==> src/rtl/alu_pkg.sv <==
package alu_pkg;

    typedef enum logic [1:0] {
        OP_AND  = 2'b00,
        OP_OR   = 2'b01,
        OP_NOTB = 2'b10,
        OP_SUM  = 2'b11
    } alu_op_e;

    localparam int NUM_OPS = 4;

    typedef struct packed {
        logic use_a;
        logic use_b;
        logic flip_a;
    } opnd_ctrl_t;

    typedef struct packed {
        logic en_sum;
        logic en_notb;
        logic en_or;
        logic en_and;
    } op_en_t;

    typedef struct packed {
        logic res;
        logic cout;
    } slice_out_t;

    function automatic op_en_t decode_op(input alu_op_e op);
        op_en_t en;
        en = '0;
        unique case (op)
            OP_AND:  en.en_and  = 1'b1;
            OP_OR:   en.en_or   = 1'b1;
            OP_NOTB: en.en_notb = 1'b1;
            OP_SUM:  en.en_sum  = 1'b1;
            default: en = '0;
        endcase
        return en;
    endfunction

endpackage

==> src/rtl/alu_decoder.sv <==
module alu_decoder
    import alu_pkg::*;
(
    input  logic [1:0] op_sel,
    output op_en_t     op_en
);

    always_comb begin
        op_en = decode_op(alu_op_e'(op_sel));
    end

endmodule

==> src/rtl/alu_half_adder.sv <==
module alu_half_adder (
    input  logic x,
    input  logic y,
    output logic s,
    output logic c
);

    assign s = x ^ y;
    assign c = x & y;

endmodule

==> src/rtl/alu_full_adder.sv <==
module alu_full_adder (
    input  logic x,
    input  logic y,
    input  logic ci,
    output logic s,
    output logic co
);

    logic s_lo;
    logic c_lo;
    logic c_hi;

    alu_half_adder u_ha_lo (
        .x (x),
        .y (y),
        .s (s_lo),
        .c (c_lo)
    );

    alu_half_adder u_ha_hi (
        .x (s_lo),
        .y (ci),
        .s (s),
        .c (c_hi)
    );

    assign co = c_lo | c_hi;

endmodule

==> src/rtl/alu_slice.sv <==
module alu_slice
    import alu_pkg::*;
(
    input  logic       a_bit,
    input  logic       b_bit,
    input  opnd_ctrl_t ctrl,
    input  op_en_t     op_en,
    input  logic       cin,
    output slice_out_t out
);

    logic a_g;
    logic b_g;
    logic t_and;
    logic t_or;
    logic t_notb;
    logic fa_s;
    logic fa_co;

    // operand conditioning: gate first, then optional complement of A
    assign a_g = (a_bit & ctrl.use_a) ^ ctrl.flip_a;
    assign b_g = b_bit & ctrl.use_b;

    assign t_and  = a_g & b_g;
    assign t_or   = a_g | b_g;
    assign t_notb = ~b_g;

    // adder inputs are gated by the sum enable so the chain is idle otherwise
    alu_full_adder u_fa (
        .x  (a_g & op_en.en_sum),
        .y  (b_g & op_en.en_sum),
        .ci (cin & op_en.en_sum),
        .s  (fa_s),
        .co (fa_co)
    );

    always_comb begin
        out.res  = (op_en.en_and  & t_and)
                 | (op_en.en_or   & t_or)
                 | (op_en.en_notb & t_notb)
                 | (op_en.en_sum  & fa_s);
        out.cout = fa_co;
    end

endmodule

==> src/rtl/bitslice_alu.sv <==
module bitslice_alu
    import alu_pkg::*;
#(
    parameter int WIDTH = 8
) (
    input  logic [1:0]       op_sel,
    input  logic             ena_a,
    input  logic             ena_b,
    input  logic             inv_a,
    input  logic             carry_in,
    input  logic [WIDTH-1:0] a,
    input  logic [WIDTH-1:0] b,
    output logic [WIDTH-1:0] result,
    output logic             carry_out
);

    localparam int CHAIN_LEN = WIDTH + 1;

    op_en_t           op_en;
    opnd_ctrl_t       ctrl;
    logic [CHAIN_LEN-1:0] carry;

    alu_decoder u_dec (
        .op_sel (op_sel),
        .op_en  (op_en)
    );

    assign ctrl.use_a  = ena_a;
    assign ctrl.use_b  = ena_b;
    assign ctrl.flip_a = inv_a;

    assign carry[0] = carry_in;

    for (genvar i = 0; i < WIDTH; i++) begin : g_slice
        slice_out_t so;
        alu_slice u_slice (
            .a_bit (a[i]),
            .b_bit (b[i]),
            .ctrl  (ctrl),
            .op_en (op_en),
            .cin   (carry[i]),
            .out   (so)
        );
        assign result[i]  = so.res;
        assign carry[i+1] = so.cout;
    end

    assign carry_out = carry[WIDTH];

endmodule

==> config.mk <==
export PLATFORM = sky130hd
export DESIGN_NAME = bitslice_alu
export DESIGN_NICKNAME = d
export VERILOG_FILES = /design/src/rtl/alu_pkg.sv /design/src/rtl/alu_decoder.sv /design/src/rtl/alu_half_adder.sv /design/src/rtl/alu_full_adder.sv /design/src/rtl/alu_slice.sv /design/src/rtl/bitslice_alu.sv
export SDC_FILE = /design/constraint.sdc
export NUM_CORES = 1
export LEC_CHECK = 0
export BUFFER_PORTS_ARGS = -buffer_cell sky130_fd_sc_hd__buf_2
export CORE_MARGIN = 2
export CORE_UTILIZATION = 53
export DETAILED_ROUTE_END_ITERATION = 7
export GPL_TIMING_DRIVEN = 0
export PLACE_DENSITY_LB_ADDON = 0.2
export RECOVER_POWER = 25
export SYNTH_ARGS = -nofsm -noshare
export SYNTH_HDL_FRONTEND = slang
export SYNTH_SLANG_ARGS = --single-unit
==> constraint.sdc <==
create_clock -name vclk -period 7.2
set_clock_uncertainty 0.05 [all_clocks]
set_input_delay 0.72 -clock vclk [all_inputs]
set_output_delay 0.72 -clock vclk [all_outputs]
set_load 0.02 [all_outputs]
==> summary.md <==
| Metric | Value |
|---|---|
| Ant diodes | `0` |
| Leading area contributor after synthesis | `fa_1` |
| Synth area leaders | `fa_1 19%, o2111ai_1 8.5%, a21boi_2 8.2%, nor4b_1 7.4%, buf_6 6.8%` |
| Crit Path Category | `in2out` |
| Unrepaired setup endpoints after global routing | `false` |
| Final Cycle Share | `0.8993` |
| Switch Pwr | `0.03506 mW` |
| Slew @ Worst Pin | `0.5113 ns` |
| Setup bufs post-CTS | `0` |
| Netlist cell types | `23` |
| GPL Wtd Cong | `0.8700` |
| Largest net degree at the start of global routing | `11` |
| Via count | `1011` |
| Final HPWL DP | `1.809 mm` |
| Rows | `14` |
| Placed inst area | `roughly 990 um^2` |
| Period minus WS final | `6.475 ns` |
| Detailed router's first-iteration violation count | `23` |
| Total die area | `around 0.0019 mm^2` |
| Fill count | `148` |
| Outcome | `complete, no violations` |
| GRT Total Usage | `0.2702` |
| Core area | `0.001489 mm^2` |
| Seq cells | `0` |
| Top-area cell type share of the netlist area | `0.1939` |
| First-pass DRT Iterations | `4` |
| Final Hold Viols | `0` |
| Vias in the first global route | `between 900 and 1000` |
| Post-cts repair resize count | `0` |
| Congestion Overflow GR | `0` |
| Hold Worst Slack | `~1.8 ns` |
| Final Max Tran Viols | `0` |
| Static leakage | `0.3811 nW` |
| Internal | `0.02384 mW` |
| Worst setup EP type | `primary output` |
| Worst slew margin | `0.6591` |
| Port buffer count | `29` |
| Post-CTS Hold Buffers | `0` |
| Syn_area_per_cell | `just under 8 um^2` |
| First-pass GRT wire length | `4.112 mm` |
| Wirelength per Cell | `between 15 and 20 um` |
| Initial antenna violation count | `0` |
| Post-synthesis sequential area ratio | `0` |
| I/O pin count | `31` |
| Final instance area | `991.0 um^2` |
| Sequential power share | `0` |
| Final wirelength | `~2.4 mm` |
| Multi-input gate area | `735.7 um^2` |
| Share of cells above drive strength 1 | `0.3657` |
| Drt drc | `0` |
| Top cells by count, synth | `11 x nand2_1, 10 x nor2_1, 8 x a21oi_1, 8 x fa_1, 8 x o2111ai_1` |
| Mapped Cells | `105` |
| Power per Cell Area | `59.43 mW/mm^2` |
| CP Launch Type | `input port` |
| Setup_tns | `0 ns` |
| Combinational fraction of design power | `1.000` |
| Worst Path Required | `~6.4 ns` |
| Post-Synthesis Cell Area | `approximately 830 um^2` |
| Crit Path Max Fanout | `10` |
| Die W | `43.47 um` |
| Achievable Freq | `roughly 150 MHz` |
| Max-cap viol count | `0` |
| Hold Path Cell Cnt | `4` |
| Post-detailed-route count of antenna-violating nets | `0` |
| Synth Warn # | `0` |
| Area delta synth->final | `20.00%` |
| Setup violations, final | `0` |
| Most common cell in the netlist | `nand2_1` |
| Number of nets in the layout | `166` |
| Vias per cell | `roughly 6.7` |
| Worst ir drop on vdd | `0.03869 mV` |
| Die H | `43.47 um` |
| Effective utilization at floorplan | `0.5546` |
| Switching part of the total | `0.5952` |
| Clock buf count | `0` |
| Arrival time at the worst endpoint | `around 5.7 ns` |
| Syn_nets | `about 140` |
| Clock Power Share | `0` |
| Worst Hold Class | `in2out` |
| Sequential cell area | `0 um^2` |
-- power groups by stage --
stage / clock network [mW] / registers (mW) / logic [mW]
global placement: 0 / 0 / 0.0555
global route: 0 / 0 / 0.0639
detailed placement: 0 / 0 / 0.0577
CTS: 0 / 0 / 0.0580
finish: 0 / 0 / 0.0589
floorplan: 0 / 0 / 0.0382
-- critical path: stages --
cell and delay [ns]:
buf_4 0.15, and2_0 0.17, buf_6 0.13, buf_2 0.22, nand3_1 0.13, fa_1 0.41
nor2_1 0.15, fa_1 0.18, nand2_1 0.07, fa_1 0.36, nand2b_1 0.16, fa_1 0.35
nand2b_1 0.17, fa_1 0.35, nand2b_1 0.16, fa_1 0.35, nand2b_1 0.17, fa_1 0.37
nor2_1 0.15, fa_1 0.42, nor2_1 0.12, a211oi_1 0.06, buf_2 0.17
-- stage by stage --
stage | cells | setup WS (ns) | total power [mW] | util
finish | 150 | 0.7250 | 0.05889 | 0.6655
global route | 150 | 0.3453 | 0.06391 | 0.6655
CTS | 150 | 0.7350 | 0.05797 | 0.6655
detailed placement | 150 | 0.7547 | 0.05775 | 0.6655
global placement | 150 | 0.8723 | 0.05548 | 0.6655
floorplan | 105 | 1.121 | 0.03815 | -
-- cell type report --
cell class,count,area share
multi-input combinational,94,0.7424
timing repair buffer,29,0.1465
tap,16,0.02020
inverter,1,0.005051
buffer,10,0.08586
-- metal layers --
metal  global-route usage  vias to the layer above  wire (um)  part of all wire
li1                     -                      466          -                 -
met5                    0                        -          0                 0
met2               0.4836                       51       1192              0.50
met1               0.3669                      489       1023              0.43
met3             0.008333                        5        155             0.065
met4              0.04848                        0         31             0.013
-- cells by family (layout without fill, tap and decap cells) --
group                      after synthesis  after routing  share of synthesized area
adders and majority gates                8              8                     0.1939
buffers and inverters                   11             40                     0.1091
and+or+nand+nor                         47             47                     0.3349
AOI/OAI and AO/OA                       39             39                     0.3621
-- placed cells by master, fill, tap and decap left out, types with 2 or more instances in the layout --
cell,netlist,final
and3b_1,4,4
a211oi_1,2,2
nand2_1,11,11
buf_4,2,2
buf_6,5,5
a221oi_1,6,6
o2111ai_1,8,8
nand3_1,6,6
buf_2,2,31
o21ai_0,6,6
nor2_1,10,10
fa_1,8,8
and3b_2,4,4
a21boi_2,6,6
nand2b_1,4,4
nor4b_1,7,7
a21oi_1,8,8
-- path summary, 6_finish.rpt --
kind	endpoint	slack, ns	startpoint
worst max-delay path	result[7]	0.72	op_sel[1]
worst min-delay path	result[1]	1.80	b[1]
(Power assumes the default switching activity.)
